<file path="src/rtl/dpbf_pkg.sv">
package dpbf_pkg;
  localparam int PORTS  = 8;
  localparam int DATA_W = 16;
  localparam int STAGES = $clog2(PORTS);
  localparam int HALF   = PORTS / 2;
  localparam int PLANES = 2;
  localparam int MASK_W = PLANES * STAGES * HALF;

  typedef logic [STAGES-1:0] port_t;

  // one cell slot in the pipeline
  typedef struct packed {
    logic              vld;
    logic              dead;
    logic              plane;
    port_t             line;
    port_t             dest;
    logic [DATA_W-1:0] data;
  } cell_t;

  // strobes from steering control to the datapath, one bit per stage
  typedef struct packed {
    logic [STAGES-1:0] usePlane;
    logic [STAGES-1:0] kill;
  } steer_t;

  // element position inside a stage: the line number with the stage bit removed
  function automatic int elemOf(input int stage, input port_t line);
    int l;
    l = int'(line);
    return ((l >> (stage + 1)) << stage) | (l & ((1 << stage) - 1));
  endfunction

  function automatic logic isFaulty(input logic [MASK_W-1:0] mask, input logic plane,
                                    input int stage, input port_t line);
    int idx;
    idx = (int'(plane) * STAGES + stage) * HALF + elemOf(stage, line);
    return mask[idx];
  endfunction
endpackage

</file>
<file path="src/rtl/dpbf_steer.sv">
module dpbf_steer
  import dpbf_pkg::*;
(
  input  logic [MASK_W-1:0] faultMask,
  input  cell_t             stageCells [STAGES],
  output steer_t            steer
);
  // per stage: keep plane if healthy, else deflect, else kill
  always_comb begin
    steer = '0;
    for (int i = 0; i < STAGES; i++) begin
      if (!isFaulty(faultMask, stageCells[i].plane, i, stageCells[i].line)) begin
        steer.usePlane[i] = stageCells[i].plane;
      end else if (!isFaulty(faultMask, !stageCells[i].plane, i, stageCells[i].line)) begin
        steer.usePlane[i] = !stageCells[i].plane;
      end else begin
        steer.usePlane[i] = stageCells[i].plane;
        steer.kill[i]     = 1'b1;
      end
    end
  end
endmodule

</file>
<file path="src/rtl/dpbf_path.sv">
module dpbf_path
  import dpbf_pkg::*;
(
  input  logic                      clk,
  input  logic                      rstN,
  input  logic [PORTS-1:0]          inVld,
  input  logic [PORTS*DATA_W-1:0]   inData,
  input  logic [PORTS*STAGES-1:0]   inDest,
  input  logic [MASK_W-1:0]         faultMask,
  input  steer_t                    steer,
  output cell_t                     stageCells [STAGES],
  output logic [PORTS-1:0]          outVld,
  output logic [PORTS*DATA_W-1:0]   outData,
  output logic                      dropVld,
  output logic [STAGES-1:0]         dropDest
);
  cell_t pipe [STAGES+1];
  port_t selPort;

  // entry pick: lowest-numbered valid input
  always_comb begin
    selPort = '0;
    for (int k = PORTS - 1; k >= 0; k--) begin
      if (inVld[k]) selPort = port_t'(k);
    end
  end

  // 1x2 splitter register: cell starts in plane 0 on its source line
  always_ff @(posedge clk or negedge rstN) begin
    if (!rstN) begin
      pipe[0] <= '0;
    end else begin
      pipe[0].vld   <= |inVld;
      pipe[0].dead  <= 1'b0;
      pipe[0].plane <= 1'b0;
      pipe[0].line  <= selPort;
      pipe[0].dest  <= inDest[int'(selPort)*STAGES +: STAGES];
      pipe[0].data  <= inData[int'(selPort)*DATA_W +: DATA_W];
    end
  end

  always_comb begin
    for (int i = 0; i < STAGES; i++) stageCells[i] = pipe[i];
  end

  generate
    for (genvar i = 0; i < STAGES; i++) begin : g_stage
      cell_t hopNext;
      always_comb begin
        hopNext           = pipe[i];
        hopNext.plane     = steer.usePlane[i];
        hopNext.dead      = pipe[i].dead | (pipe[i].vld & steer.kill[i]);
        hopNext.line[i]   = pipe[i].dest[i];
      end
      always_ff @(posedge clk or negedge rstN) begin
        if (!rstN) pipe[i+1] <= '0;
        else       pipe[i+1] <= hopNext;
      end

      // a live cell never rests in a faulty element
      p_healthy_hop_r5: assert property (@(posedge clk) disable iff (!rstN)
        (pipe[i+1].vld && !pipe[i+1].dead) |->
          !isFaulty(faultMask, pipe[i+1].plane, i, pipe[i+1].line));

      // plane changes only when the element in the old plane was faulty
      p_deflect_needed_r5: assert property (@(posedge clk) disable iff (!rstN)
        (pipe[i+1].vld && !pipe[i+1].dead && (pipe[i+1].plane != $past(pipe[i].plane))) |->
          $past(isFaulty(faultMask, pipe[i].plane, i, pipe[i].line)));
    end
  endgenerate

  // 2x1 merge register: whichever plane the cell used, drive its output line
  always_ff @(posedge clk or negedge rstN) begin
    if (!rstN) begin
      outVld   <= '0;
      outData  <= '0;
      dropVld  <= 1'b0;
      dropDest <= '0;
    end else begin
      outVld   <= '0;
      outData  <= '0;
      dropVld  <= pipe[STAGES].vld & pipe[STAGES].dead;
      dropDest <= pipe[STAGES].dest;
      if (pipe[STAGES].vld && !pipe[STAGES].dead) begin
        outVld[pipe[STAGES].line] <= 1'b1;
        outData[int'(pipe[STAGES].line)*DATA_W +: DATA_W] <= pipe[STAGES].data;
      end
    end
  end

  p_onehot_out_r9: assert property (@(posedge clk) disable iff (!rstN)
    $onehot0(outVld));

  p_out_xor_drop_r9: assert property (@(posedge clk) disable iff (!rstN)
    !((|outVld) && dropVld));

  p_fixed_latency_r3: assert property (@(posedge clk) disable iff (!rstN)
    (|inVld) |-> ##(STAGES+2) ((|outVld) || dropVld));
endmodule

</file>
<file path="src/rtl/dpbf_fabric.sv">
module dpbf_fabric
  import dpbf_pkg::*;
(
  input  logic                      clk,
  input  logic                      rstN,
  input  logic [PORTS-1:0]          inVld,
  input  logic [PORTS*DATA_W-1:0]   inData,
  input  logic [PORTS*STAGES-1:0]   inDest,
  input  logic [MASK_W-1:0]         faultMask,
  output logic [PORTS-1:0]          outVld,
  output logic [PORTS*DATA_W-1:0]   outData,
  output logic                      dropVld,
  output logic [STAGES-1:0]         dropDest
);
  steer_t steer;
  cell_t  stageCells [STAGES];

  dpbf_steer u_steer (
    .faultMask (faultMask),
    .stageCells(stageCells),
    .steer     (steer)
  );

  dpbf_path u_path (
    .clk       (clk),
    .rstN      (rstN),
    .inVld     (inVld),
    .inData    (inData),
    .inDest    (inDest),
    .faultMask (faultMask),
    .steer     (steer),
    .stageCells(stageCells),
    .outVld    (outVld),
    .outData   (outData),
    .dropVld   (dropVld),
    .dropDest  (dropDest)
  );
endmodule

</file>
<file path="config.mk">
export PLATFORM = sky130hd
export DESIGN_NAME = dpbf_fabric
export DESIGN_NICKNAME = d
export VERILOG_FILES = /design/src/rtl/dpbf_pkg.sv /design/src/rtl/dpbf_steer.sv /design/src/rtl/dpbf_path.sv /design/src/rtl/dpbf_fabric.sv
export SDC_FILE = /design/constraint.sdc
export NUM_CORES = 1
export LEC_CHECK = 0
export BUFFER_PORTS_ARGS = -buffer_cell sky130_fd_sc_hd__buf_2
export CORE_MARGIN = 3
export CORE_UTILIZATION = 30
export CTS_CLUSTER_SIZE = 28
export DETAILED_ROUTE_END_ITERATION = 7
export PLACE_DENSITY = 0.59
export SYNTH_ARGS = -nofsm -noshare
export SYNTH_HDL_FRONTEND = slang
export SYNTH_SLANG_ARGS = --single-unit
</file>
<file path="constraint.sdc">
create_clock -name clk -period 5.2 [get_ports clk]
set_input_delay 1.04 -clock clk [delete_from_list [all_inputs] [get_ports clk]]
set_output_delay 1.04 -clock clk [all_outputs]
set_load 0.005 [all_outputs]
</file>
* Word level (Yosys, flattened, before mapping)
Cells that the tools add are included. W data, S select, Z words.
Word-level totals: bits in registers 236, bits in latches 0, bits in writable memories 0, ROM bits 0, output and inout bits 140, word-level logic and storage cells 105, memories 0
Operators by class: add/subtract/negate cells 10, multiply operators 5, div/mod/pow operators 0, $lt $le $gt $ge 8, eq/ne operators 0, shift operators 4, multiplexer cells 39, bitwise gates (word level) 8, reduce and logical (&&, ||, !) cells 6
Operator list (number):
- $lt A32 B7 Y1 const B | 5
- $and A128 B128 Y128 | 1
- $mux W128 | 1
- $shift A16 B33 Y128 const A | 1
- $shiftx A128 B8 Y16 | 1
- $shiftx A16 B33 Y128 | 1
- $add A32 B3 Y32 | 2
- $add A32 B32 Y32 | 2
- $add A30 B2 Y30 const B | 2
- $add A30 B3 Y30 const B | 2
- $neg A7 Y33 | 1
- $shiftx A24 B32 Y3 | 1
- $bmux W1 S5 | 5
- $mux W3 | 8
- $mux W1 | 22
- $mul A1 B2 Y3 const B | 4
- $mux W8 | 1
- $reduce_or A8 Y1 | 1
- $lt A2 B6 Y1 const B | 1
- $add A4 B2 Y5 const A | 1
- $mul A3 B2 Y5 const B | 1
- $and A1 B1 Y1 | 4
- $lt A3 B4 Y1 const B | 1
- $demux W1 S3 | 1
- 6 further kinds | 10

* Depth between registers and ports, before layout
word-level depth 11, mapped depth 9, gate-level depth less buffers 7

* By module
A second synthesis with hierarchy kept.
Unflattened totals: cells, all modules 669, area total of the unflattened synthesis 9155.0 um2
Modules (own cells, without submodules):
- dpbf_path | instances 1, cells an instance 654, area an instance 8941.1 um2
- dpbf_steer | instances 1, cells an instance 15, area an instance 214.0 um2

* Worst setup path before layout
OpenSTA, ideal clock, no wires.
path type input to register, start point in inVld[1], end point reg u_path.pipe (netlist bit u_path.stageCells[52]), setup time 131 ps, arrival time 2168 ps, data required time 5069 ps, setup slack 2901 ps, stages 7, path buffers 2, cell sequence or2_4 nand2b_4 or2_1 buf_6 buf_6 a211oi_2 nor4_2
On the way: longest elaborated chain between the ends 3
RTL lines:
- start, declared | line dpbf_fabric.sv:6 | input logic [PORTS-1:0] inVld,
- $mux W3 (2 in series) | line dpbf_path.sv:24 | if (inVld[k]) selPort = port_t'(k);
- $shiftx A128 B8 Y16 | line dpbf_path.sv:38 | pipe[0].data <= inData[int'(selPort)*DATA_W +: DATA_W];
- end, declared | line dpbf_path.sv:17 | cell_t pipe [STAGES+1];
No other way between the ends.

* Final worst setup path
start point in inVld[7], end point reg u_path.pipe (netlist bit u_path.stageCells[68])
On the way: longest elaborated chain between the ends 10
RTL lines:
- $mux W3 (8 in series) | line dpbf_path.sv:24
- $mul A3 B2 Y5 | line dpbf_path.sv:37 | pipe[0].dest <= inDest[int'(selPort)*STAGES +: STAGES];
- $shiftx A24 B32 Y3 | line dpbf_path.sv:37
No other way between the ends.

==> run metrics <==
worst path arrival time 3.64 ns; Worst R2R Setup Slack 2.55 ns; status finished clean; Worst slew margin 24.01%; grt total ovfl 0; vias in the first global route 6516; cells after synthesis 649; metal2 WL 11.47 mm; Clock Skew 0.009622 ns; crit path launch type input pin; Area Growth Syn to Fin 32.61%; syn nets 838; Syn. warnings 0; Leak 5.829 nW; max cap viols 0; required time worst endpoint 5.58 ns; Reg power frac 48.3%; io pins 326; register bit total from synthesis 226; top cell family by delay on the critical path buffers and inverters; Die Ht 172.9 um; cts hold-fix bufs 0; R2R depth 7; Setup crit end kind flip-flop; Starting DRT DRC Count 456; DR WL met3 1.876 mm; CP Buf/Inv Count 3; Die Width 172.9 um; Post-Route M1 WL 10.39 mm; Inserted Clock Buffers 25; Vias/cell 4.532; Psw 1.008 mW; Max Slew Vio Count 0; setup TNS 0 ns; crit-path cells buf_2 -> nor2b_1 -> o21ai_4 -> buf_4 -> nand2_2 -> buf_4 -> a211oi_1 -> nor4_1; GRT Resource Usage Total 16.08%; initial antenna violation count 0; switching portion of total power 24.78%; # DRC 0; min cycle time layout 3.264 ns; largest net degree at the start of global routing 115; internal power 3.058 mW; row count 60; HPWL Detailed 17.81 mm; Clock Power Share 41.7%; design area 0.01108 mm2; synthesized area per cell 12.87 um2; TritonRoute pass-1 iters 4; Peak VDD IR 0.1948 mV; CTS Root Cell clkbuf_16; Port Buffers 325; clock slew at reported path FFs 0.06 ns; Seq/Total Area, Yosys 67.68%; Initial Util 30.75%; post-cts resize count 0; WHS Endpoint u_path.stageCells[42]; total number of vias 6132; RSZ-0062 raised after global routing no; top layer in use met4; clk_lat worst skew 0.51 ns; Hold Crit Class flip-flop to flip-flop; endpoints failing hold 0; Core Region 0.02718 mm2; CP max-delay cell nand2_2; final wirelength 24.34 mm; CTS tree built; Slew @ Worst Pin 1.136 ns; Cell Area, Placed 0.01030 mm2; crit share post-route 62.76%; WL/cell 17.99 um; GPL Wtd Cong 0.8610; FF-to-FF End u_path.outData[26]; Post-Syn Area 0.008356 mm2; CTS H-tree lvls 1; share of cells above drive strength 1 40.31%; number of antenna-violating nets in the routed design 0; setup violators final 0; nets@finish 1154; Gate power share 10.0%; Synth cell types 38; Max stage delay on crit path 0.78 ns; Hold Path Stages 0; Critical Path Fanout Max 77; CP Depth 8; critical path class input pin to flip-flop; worst-case clock buffer depth 3; Hold Crit Start u_path.stageCells[67]; clock sink count 226; fmax 306.4 MHz; Worst path most repeated cell buf_4; first-pass GRT wire length 38.13 mm; setup bufs post-CTS 0; reg-to-reg startpoint u_path.pipe[19]; Die Area 0.02989 mm2; PwrDens 366.9 mW/mm2
==> through the flow <==
step | setup WS [ns] | utilization [%] | std cells | total power, mW | hold slack, ns
global route | 1.749 | 40.76 | 1352 | 4.257 | 0.3524
finish | 1.936 | 40.77 | 1353 | 4.066 | 0.3456
detailed placement | 1.459 | 37.89 | 1310 | 2.413 | 0.3347
global placement | 1.577 | 37.89 | 1310 | 2.407 | 0.3328
CTS | 2.005 | 40.76 | 1352 | 4.133 | 0.3462
floorplan | 2.901 | - | 649 | 2.159 | 0.3312
==> registers in the layout, summed over array words and instances (netlist names) <==
register / cells
u_path.outData: 128
u_path.stageCells: 65
u_path.pipe: 21
u_path.outVld: 8
u_path.dropDest: 3
u_path.dropVld: 1
==> metal layers <==
layer  global-route usage, %  up-vias
met2                   27.05      296
met4                   4.459        0
met5                       0        -
met3                   3.711       39
li1                        -     2888
met1                   20.94     2909
==> power groups by stage <==
stage	combinational [mW]	clock, mW	sequential [mW]
after floorplan	0.201	0	1.96
after global placement	0.409	0	2.00
after detailed placement	0.415	0	2.00
after CTS	0.415	1.75	1.97
after global routing	0.457	1.82	1.98
final	0.408	1.69	1.96
==> cell usage in the layout (no fill, tap or decap), types with 8 or more instances in the layout <==
cell type	n
nor4_1	18
a211oi_2	8
dfrtp_1	226
and2_1	89
buf_2	324
clkbuf_16	25
and3_1	78
nor2_1	50
a211oi_1	68
nand2_1	17
==> kinds of logic after synthesis <==
group	count (synthesis)	synth area share, %
compound gates	87	8.356
buf+inv	46	2.905
simple gates	283	19.53
mux	4	1.078
fa+ha+maj	3	0.4493
flops	226	67.68
==> cell type report <==
type                       instances  area (um2)
clock inverter                     9       106.4
tap                              372       465.4
multi-input combinational        377        2475
fill                            2665       16100
inverter                           3       11.26
clock buffer                      33       675.6
antenna                            1       2.502
timing repair buffer             332        1689
sequential                       226        5655
==> cell usage after synthesis <==
master / instances / area [um2]
nor2_2: 2 / 12.51
nand4_1: 1 / 6.260
nor2_1: 50 / 187.7
nor4_1: 18 / 112.6
o21bai_2: 1 / 11.26
nor3_1: 7 / 35.03
nor3b_2: 2 / 25.02
dfrtp_1: 226 / 5655
buf_2: 16 / 80.08
o21ai_1: 2 / 10.01
mux4_2: 4 / 90.09
nor3_2: 1 / 10.01
or2_4: 1 / 8.760
a31o_2: 2 / 17.52
a311o_1: 1 / 10.01
o211ai_1: 1 / 7.510
nor2b_1: 3 / 18.77
buf_4: 5 / 37.54
inv_1: 3 / 11.26
a211oi_1: 68 / 510.5
clkbuf_1: 17 / 63.81
nand3b_1: 2 / 15.01
or2_1: 3 / 18.77
nand4b_1: 1 / 8.760
ha_1: 3 / 37.54
buf_6: 4 / 45.04
nor4_2: 2 / 25.02
clkbuf_2: 1 / 5.000
a21oi_1: 2 / 10.01
a211oi_2: 8 / 100.1
a31oi_2: 1 / 12.51
and2_1: 89 / 556.8
nand3_1: 3 / 15.01
o21ai_2: 1 / 8.760
and3_1: 78 / 488.0
nand2b_4: 1 / 13.76
nand2_1: 18 / 67.56
nand2b_1: 1 / 6.260
==> how the worst max path moves through the flow <==
stage	from	to	slack [ns]
final	inVld[7]	u_path.stageCells[68]	1.94
after global routing	inVld[7]	u_path.stageCells[68]	1.75
after CTS	inVld[7]	u_path.stageCells[68]	2.00
after detailed placement	inVld[7]	u_path.stageCells[68]	1.46
after global placement	inVld[2]	u_path.stageCells[53]	1.58
after floorplan	inVld[1]	u_path.stageCells[52]	2.90
Power figures use the tool's default switching activity.
